<file path="src/rtl/qenc_pkg.sv">
package qenc_pkg;
  typedef enum logic [1:0] {
    MODE_HOLD = 2'b00,
    MODE_CH2  = 2'b01,
    MODE_CH1  = 2'b10,
    MODE_BOTH = 2'b11
  } qenc_mode_e;

  typedef struct packed {
    logic inc;
    logic dec;
    logic err;
  } qenc_step_t;

  localparam int unsigned NUM_CH = 2;
endpackage

</file>
<file path="src/rtl/qenc_sync.sv">
module qenc_sync #(
  parameter int unsigned STAGES = 2,
  parameter int unsigned WIDTH  = 2
) (
  input  logic             clk_i,
  input  logic             rst_ni,
  input  logic [WIDTH-1:0] async_i,
  output logic [WIDTH-1:0] sync_o
);
  for (genvar b = 0; b < WIDTH; b++) begin : g_bit
    logic [STAGES-1:0] chain_q;
    always_ff @(posedge clk_i or negedge rst_ni) begin
      if (!rst_ni) chain_q <= '0;
      else         chain_q <= {chain_q[STAGES-2:0], async_i[b]};
    end
    assign sync_o[b] = chain_q[STAGES-1];
  end
endmodule

</file>
<file path="src/rtl/qenc_decode.sv">
module qenc_decode
  import qenc_pkg::*;
(
  input  logic              clk_i,
  input  logic              rst_ni,
  input  qenc_mode_e        mode_i,
  input  logic [NUM_CH-1:0] lvl_i,   // [0] ch1, [1] ch2
  output qenc_step_t        step_o
);
  logic [NUM_CH-1:0] prev_q;
  logic edge_1, edge_2, use_1, use_2, up_1, up_2;

  always_ff @(posedge clk_i or negedge rst_ni) begin
    if (!rst_ni) prev_q <= '0;
    else         prev_q <= lvl_i;
  end

  assign edge_1 = lvl_i[0] ^ prev_q[0];
  assign edge_2 = lvl_i[1] ^ prev_q[1];
  assign use_1  = (mode_i == MODE_CH1) || (mode_i == MODE_BOTH);
  assign use_2  = (mode_i == MODE_CH2) || (mode_i == MODE_BOTH);
  // channel 1 step is up when levels differ; channel 2 has the opposite sign
  assign up_1   = lvl_i[0] ^ lvl_i[1];
  assign up_2   = ~(lvl_i[0] ^ lvl_i[1]);

  always_comb begin
    step_o = '0;
    if (mode_i != MODE_HOLD) begin
      if (edge_1 && edge_2) begin
        step_o.err = 1'b1;
      end else if (edge_1 && use_1) begin
        step_o.inc = up_1;
        step_o.dec = ~up_1;
      end else if (edge_2 && use_2) begin
        step_o.inc = up_2;
        step_o.dec = ~up_2;
      end
    end
  end
endmodule

</file>
<file path="src/rtl/qenc_wrap_cnt.sv">
module qenc_wrap_cnt
  import qenc_pkg::*;
#(
  parameter int unsigned CNT_W = 16
) (
  input  logic             clk_i,
  input  logic             rst_ni,
  input  qenc_step_t       step_i,
  input  logic [CNT_W-1:0] reload_i,
  output logic [CNT_W-1:0] count_o,
  output logic             dir_o,
  output logic             ovf_o,
  output logic             unf_o,
  output logic             err_o
);
  localparam logic [CNT_W-1:0] ONE = CNT_W'(1);

  logic at_top, at_zero;
  assign at_top  = count_o >= reload_i;
  assign at_zero = count_o == '0;

  always_ff @(posedge clk_i or negedge rst_ni) begin
    if (!rst_ni) begin
      count_o <= '0;
      dir_o   <= 1'b0;
      ovf_o   <= 1'b0;
      unf_o   <= 1'b0;
      err_o   <= 1'b0;
    end else begin
      ovf_o <= 1'b0;
      unf_o <= 1'b0;
      err_o <= step_i.err;
      if (step_i.inc) begin
        dir_o <= 1'b1;
        if (at_top) begin
          count_o <= '0;
          ovf_o   <= 1'b1;
        end else begin
          count_o <= count_o + ONE;
        end
      end else if (step_i.dec) begin
        dir_o <= 1'b0;
        if (at_zero) begin
          count_o <= reload_i;
          unf_o   <= 1'b1;
        end else begin
          count_o <= count_o - ONE;
        end
      end
    end
  end
endmodule

</file>
<file path="src/rtl/qenc_pos_counter.sv">
module qenc_pos_counter
  import qenc_pkg::*;
#(
  parameter int unsigned CNT_W       = 16,
  parameter int unsigned SYNC_STAGES = 2
) (
  input  logic             clk_i,
  input  logic             rst_ni,
  input  logic [1:0]       mode_i,
  input  logic             ch1_i,
  input  logic             ch2_i,
  input  logic [CNT_W-1:0] reload_i,
  output logic [CNT_W-1:0] count_o,
  output logic             dir_o,
  output logic             ovf_o,
  output logic             unf_o,
  output logic             err_o
);
  logic [NUM_CH-1:0] lvl;
  qenc_step_t        step;

  qenc_sync #(.STAGES(SYNC_STAGES), .WIDTH(NUM_CH)) u_sync (
    .clk_i   (clk_i),
    .rst_ni  (rst_ni),
    .async_i ({ch2_i, ch1_i}),
    .sync_o  (lvl)
  );

  qenc_decode u_decode (
    .clk_i  (clk_i),
    .rst_ni (rst_ni),
    .mode_i (qenc_mode_e'(mode_i)),
    .lvl_i  (lvl),
    .step_o (step)
  );

  qenc_wrap_cnt #(.CNT_W(CNT_W)) u_cnt (
    .clk_i    (clk_i),
    .rst_ni   (rst_ni),
    .step_i   (step),
    .reload_i (reload_i),
    .count_o  (count_o),
    .dir_o    (dir_o),
    .ovf_o    (ovf_o),
    .unf_o    (unf_o),
    .err_o    (err_o)
  );
endmodule

</file>
<file path="config.mk">
export PLATFORM = sky130hd
export DESIGN_NAME = qenc_pos_counter
export DESIGN_NICKNAME = d
export VERILOG_FILES = /design/src/rtl/qenc_pkg.sv /design/src/rtl/qenc_sync.sv /design/src/rtl/qenc_decode.sv /design/src/rtl/qenc_wrap_cnt.sv /design/src/rtl/qenc_pos_counter.sv
export SDC_FILE = /design/constraint.sdc
export NUM_CORES = 1
export LEC_CHECK = 0
export BUFFER_PORTS_ARGS = -buffer_cell sky130_fd_sc_hd__buf_2
export CORE_MARGIN = 2
export CORE_UTILIZATION = 61
export CTS_CLUSTER_DIAMETER = 60
export DETAILED_ROUTE_END_ITERATION = 8
export HOLD_SLACK_MARGIN = 0.08
export PLACE_DENSITY = 0.84
export SYNTH_ARGS = -nofsm -noshare
export SYNTH_HDL_FRONTEND = slang
export SYNTH_SLANG_ARGS = --single-unit
</file>
<file path="constraint.sdc">
create_clock -name clk_i -period 6 [get_ports clk_i]
set_input_delay 0 -clock clk_i [delete_from_list [all_inputs] [get_ports clk_i]]
set_output_delay 0 -clock clk_i [all_outputs]
set_load 0.01 [all_outputs]
</file>
### Word level (Yosys, flattened, before mapping)

Index checks and enable logic that the tools add are counted.

| word-level totals | value |
|---|---|
| logic and storage cells | 42 |
| bits in registers | 26 |
| input port bits | 22 |

| operators by class | value |
|---|---|
| order comparisons | 1 |
| reduce and logical (&&, ||, !) cells | 8 |
| eq/ne operators | 3 |
| bitwise operators | 4 |
| mux-type cells | 16 |
| $add $sub $neg | 2 |

Operators with widths:

| operator | count |
|---|---|
| 16-bit 2-to-1 mux | 4 |
| 16-bit by 1-bit adder with 16-bit output, second input constant | 1 |
| 16-bit greater-or-equal comparator | 1 |
| 16-bit zero test | 1 |
| 16-bit by 1-bit subtractor with 16-bit output, second input constant | 1 |
| 1-bit 2-to-1 mux | 8 |
| 2-bit 2-to-1 mux | 3 |
| 2-bit equality test, second input constant | 2 |
| 2-bit nonzero test | 2 |
| 1-bit logical AND | 3 |
| 3-bit 2-to-1 mux | 1 |
| 1-bit XOR | 3 |
| 2-bit by 1-bit equality test with 1-bit output, second input constant | 1 |
| 1-bit logical OR | 2 |
| 1-bit NOT | 1 |

### Depth between registers and ports, before layout

| depth | value |
|---|---|
| word-level depth | 9 |
| gate-level depth with buffers | 9 |
| gate-level depth less buffers | 8 |

### By module

Synthesis repeated with hierarchy kept, for this count alone.

| unflattened totals | value |
|---|---|
| cells, all modules | 301 |
| area, all modules | 2434.8 µm² |

Modules (own cells, without submodules):

| module | instances | area each (µm²) | cells each |
|---|---|---|---|
| qenc_wrap_cnt | 1 | 2138.3 | 274 |
| qenc_decode | 1 | 181.4 | 21 |
| qenc_sync | 1 | 115.1 | 6 |

### Worst setup path before layout

OpenSTA, ideal clock, no wires.

| path | value |
|---|---|
| kind | register -> register |
| start point | register u_cnt.count_o[0] |
| end point | register u_cnt.count_o[9] |
| setup slack | 3541 ps |
| period minus slack after synthesis | 2459 ps |
| data arrival time | 2394 ps |
| stages on the path, launching flop included | 10 |
| cell sequence | dfrtp_1 -> inv_1 -> ha_1 -> nand2b_1 -> a2111oi_2 -> o21ai_1 -> a311o_1 -> buf_2 -> nor4b_2 -> a211o_1 |

| between the ends | value |
|---|---|
| word-level cells in the longest chain between the ends | 4 |

RTL lines:

| what | line | source |
|---|---|---|
| from (decl) | qenc_wrap_cnt.sv:10 | `output logic [CNT_W-1:0] count_o,` |
| from (signal assigned) | qenc_wrap_cnt.sv:39 | `count_o <= count_o + ONE;` |
| from (signal assigned) | qenc_wrap_cnt.sv:44 | `count_o <= reload_i;` |
| from (signal assigned) | qenc_wrap_cnt.sv:47 | `count_o <= count_o - ONE;` |
| 16-bit by 1-bit subtractor with 16-bit output or 16-bit zero test (tied branches) | qenc_wrap_cnt.sv:47, qenc_wrap_cnt.sv:20 |  |
| 16-bit 2-to-1 mux | qenc_wrap_cnt.sv:43 | `if (at_zero) begin` |
| 16-bit 2-to-1 mux | qenc_wrap_cnt.sv:41 | `end else if (step_i.dec) begin` |
| 16-bit 2-to-1 mux * | qenc_wrap_cnt.sv:33 | `if (step_i.inc) begin` |

Every way passes the cells marked *; elsewhere a longest branch is shown, timed or not. The select of a mux whose other input is x is not followed.
A chain may end at the register's enable or synchronous reset.

### Worst setup path in the final report

| path | value |
|---|---|
| start point | register u_cnt.count_o[0] |
| end point | register u_cnt.count_o[3] |

Same word-level chain as after synthesis.

==> results.yml <==
timing:
  final.setup_skew_ns: 0.00250
  worst_pin_slew_ns: 0.894
  hold_violations: 0
  setup_violations: 0
  rsz0062_at_grt: "false"
  slew_headroom_pct: 40.3
  setup_ws_ns: 3.20
  slew_violations: 0
  min_period_ns: 2.80
  setup_tns_ns: 0
  final.period_utilization_pct: 46.7
  fmax_mhz: 357
worst_setup_path:
  arrival_ns: 3.00
  rrSetupSlack_ns: 3.20
  crit_chain: "inv_1, ha_1, nand2b_1, a2111oi_2, o21ai_1, a311o_1, or3_1, o211ai_1"
  slowest_stage: "dfrtp_1"
  r2r_start: "u_cnt.count_o[0]"
  reg2regPathDepth: 8
  critPathKind: "reg2reg"
  cpLargestDelayFamily: "compound AO/OA/AOI/OAI gates"
  cp-end-kind: "flop"
  startpoint_type: "flop"
  slowest_delay_ns: 0.52
  critPathRequiredTime_ns: 6.21
  regToRegEndpoint: "u_cnt.count_o[3]"
  cp_max_fo: 12
  path_buf_inv: 1
min_path:
  holdPathStages: 3
  worstHoldPathType: "in2reg"
  hold_path_end: "u_cnt.count_o[2]"
  min_from: "reload_i[2]"
grt:
  grt_first_pass_wirelength_um: 10100
  grt_use_met3_pct: 4.45
  grt_pass1_vias: 2057
  grt_use_met1_pct: 41.5
  grt_max_degree: 27
  gr-total-overflow: 0
  grt.busiest_layer: "met2"
  grt_usage_pct: 30.5
  antenna_found_initial: 0
  grt_use_met2_pct: 47.7
synth:
  avgSynthCellArea_um2: 8.30
  netlist_area_mm2: 0.00232
  synth.distinct_cells: 54
  synth_top_cell_by_area: "dfrtp_1"
  yosys_warnings: 0
  ys_seq_area_share_pct: 28.0
  synthArstFlopShare_pct: 100
  ys.flop_type: "dfrtp_1"
  synth_area_leaders: "dfrtp_1 (28%), ha_1 (10%), inv_1 (3.7%), nor2_1 (3.4%), xnor2_1 (3.4%)"
  synth-seq-cells: 26
  syn_inst: 280
  synth.top_cell.area_share_pct: 28.0
  synth_edf_count: 0
  syn_nets: 321
placement:
  preCtsSetupSlack_ns: 3.28
  place_congestion: 0.852
  io_buffers: 41
  dpl.hpwl_um: 4280
  numPlacedInstances: 354
power_and_ir_drop:
  ir_drop_mv: 0.246
  powerDensity_mw_per_mm2: 423
  p_int_w: 0.000582
  finalPower_w: 0.00112
  leakage_nw: 1.22
  switchingPower_w: 0.000542
  p_seq_share_pct: 33.2
  p_sw_share_pct: 48.2
  clkPwrFrac_pct: 13.7
  combPwrFrac_pct: 53.0
cts:
  clock_latency_ns: 0.28
  cts_setup_buffers: 0
  cts.clk_slew.worst_paths_ns: 0.10
  cts_buffer_depth: 2
  numCtsBuffers: 3
  ctsRootBufferMaster: "clkbuf_8"
  cts.sinks: 26
  cts.htree.levels: 1
  cts_tree: "yes"
drt:
  drt.antenna.violating_nets: 0
  drc: 0
  routedWlPerCell_um: 16.7
  vias: 2314
  wirelength_um: 6070
  drt_first_pass_iters: 5
  vias_per_cell: 6.36
  drt_iter0_markers: 206
flow_run:
  drv_cap: 0
cells_and_area:
  fill_cells: 287
  final_common_cell: "buf_2"
  drive_above_1_share_pct: 20.3
  n_antenna_cell: 0
  area_growth_pct: 14.2
  final_nets: 358
  fin_util_pct: 72.5
  final_cell_mix: "buf_2 (41), dfrtp_1 (26), inv_1 (23)"
  seqCellArea_um2: 651
  final_cell_count_no_fill: 364
  multi_input_area_mm2: 0.00152
die:
  io_pins: 42
  die_x_um: 65.7
  fp.dieH_um: 65.7
  row_count: 22
  initial_core_util_pct: 63.5
  die_area_mm2: 0.00432
  core_mm2: 0.00366
outcome:
  status: "completed"
-- power by group through the flow --
stage / Clock (W) / Sequential (W) / Combinational [W]
floorplan: 0 / 0.000319 / 0.000470
global placement: 0 / 0.000368 / 0.000564
detailed placement: 0 / 0.000373 / 0.000580
CTS: 0.000152 / 0.000369 / 0.000592
global route: 0.000159 / 0.000386 / 0.000669
finish: 0.000154 / 0.000374 / 0.000596
-- repair_timing --
| item | 4_1_cts | 5_1_grt |
|---|---|---|
| gates resized for setup | 0 | 0 |
| setup endpoints to repair | 0 | 0 |
| hold buffers | 6 | 0 |
| hold endpoints to repair | 30 | 0 |
-- sequential cells by signal, indices dropped and copies added (netlist names) --
register / count
u_cnt.dir_o: 1
u_sync.g_bit.chain_q: 4
u_cnt.unf_o: 1
u_decode.prev_q: 2
u_cnt.err_o: 1
u_cnt.count_o: 16
u_cnt.ovf_o: 1
-- final cells by class --
class	count	share of cell area, %
Clock buffer	3	1.56
Sequential cell	26	24.5
Tap cell	48	2.26
Clock inverter	1	1.13
Multi-Input combinational cell	216	57.3
Timing Repair Buffer	47	9.99
Inverter	23	3.25
-- per-layer routing --
metal | routed length [um] | vias to the layer above | share of wire [%]
li1 | - | 1105 | -
met1 | 2560 | 1085 | 42
met2 | 2840 | 111 | 47
met3 | 507 | 13 | 8.4
met4 | 157 | 0 | 2.6
met5 | 0 | - | 0
-- metrics by stage --
stage,hold slack (ns),instance area (um^2)
after floorplan,-0.296,2320
after global placement,0.0432,2520
after detailed placement,0.0521,2520
after CTS,0.0831,2660
after global routing,0.102,2660
final,0.0612,2660
-- synthesized netlist by cell type, drive strengths merged (2+ instances only) --
library cell and instances:
nor4b 2, ha 19, xnor2 10, clkbuf 11
o22ai 5, nand3b 2, buf 4, nand2b 5
and3 4, and2 2, nor4 3, dfrtp 26
a221o 2, nand4 6, a211oi 5, a31oi 4
a31o 3, inv 23, a22oi 5, a21oi 12
nor3 12, o221ai 3, nand3 16, nor3b 3
a211o 8, or2 5, o31ai 2, nand2 18
xor2 4, o21a 3, o21ai 15, o31a 2
or3 2, nor2 21, o211ai 4
-- worst min-delay path: stages --
cell      delay [ns]
buf_2           0.09
a21oi_1         0.05
o221ai_1        0.17
-- cells by family (layout without fill, tap and decap cells) --
group | count (synthesis) | after routing | synth area share [%]
muxes | 1 | 1 | 0.431
DFF | 26 | 26 | 28.0
and+or+nand+nor | 103 | 103 | 24.8
xor gates and xnor gates | 14 | 14 | 5.60
adders and majority gates | 19 | 19 | 10.2
AOI/OAI and AO/OA | 79 | 79 | 24.4
buffers and inverters | 38 | 74 | 6.57
-- worst max-delay path by stage --
| stage | from | cells after the start | to |
|---|---|---|---|
| after floorplan | u_cnt.count_o[0] | 9 | u_cnt.count_o[9] |
| after global routing | u_cnt.count_o[0] | 8 | u_cnt.count_o[3] |
| after CTS | u_cnt.count_o[0] | 8 | u_cnt.count_o[3] |
| after detailed placement | u_cnt.count_o[0] | 8 | u_cnt.count_o[3] |
| after global placement | u_cnt.count_o[0] | 8 | u_cnt.count_o[3] |
| final | u_cnt.count_o[0] | 8 | u_cnt.count_o[3] |
No activity file was read; power rests on OpenSTA's default activity.
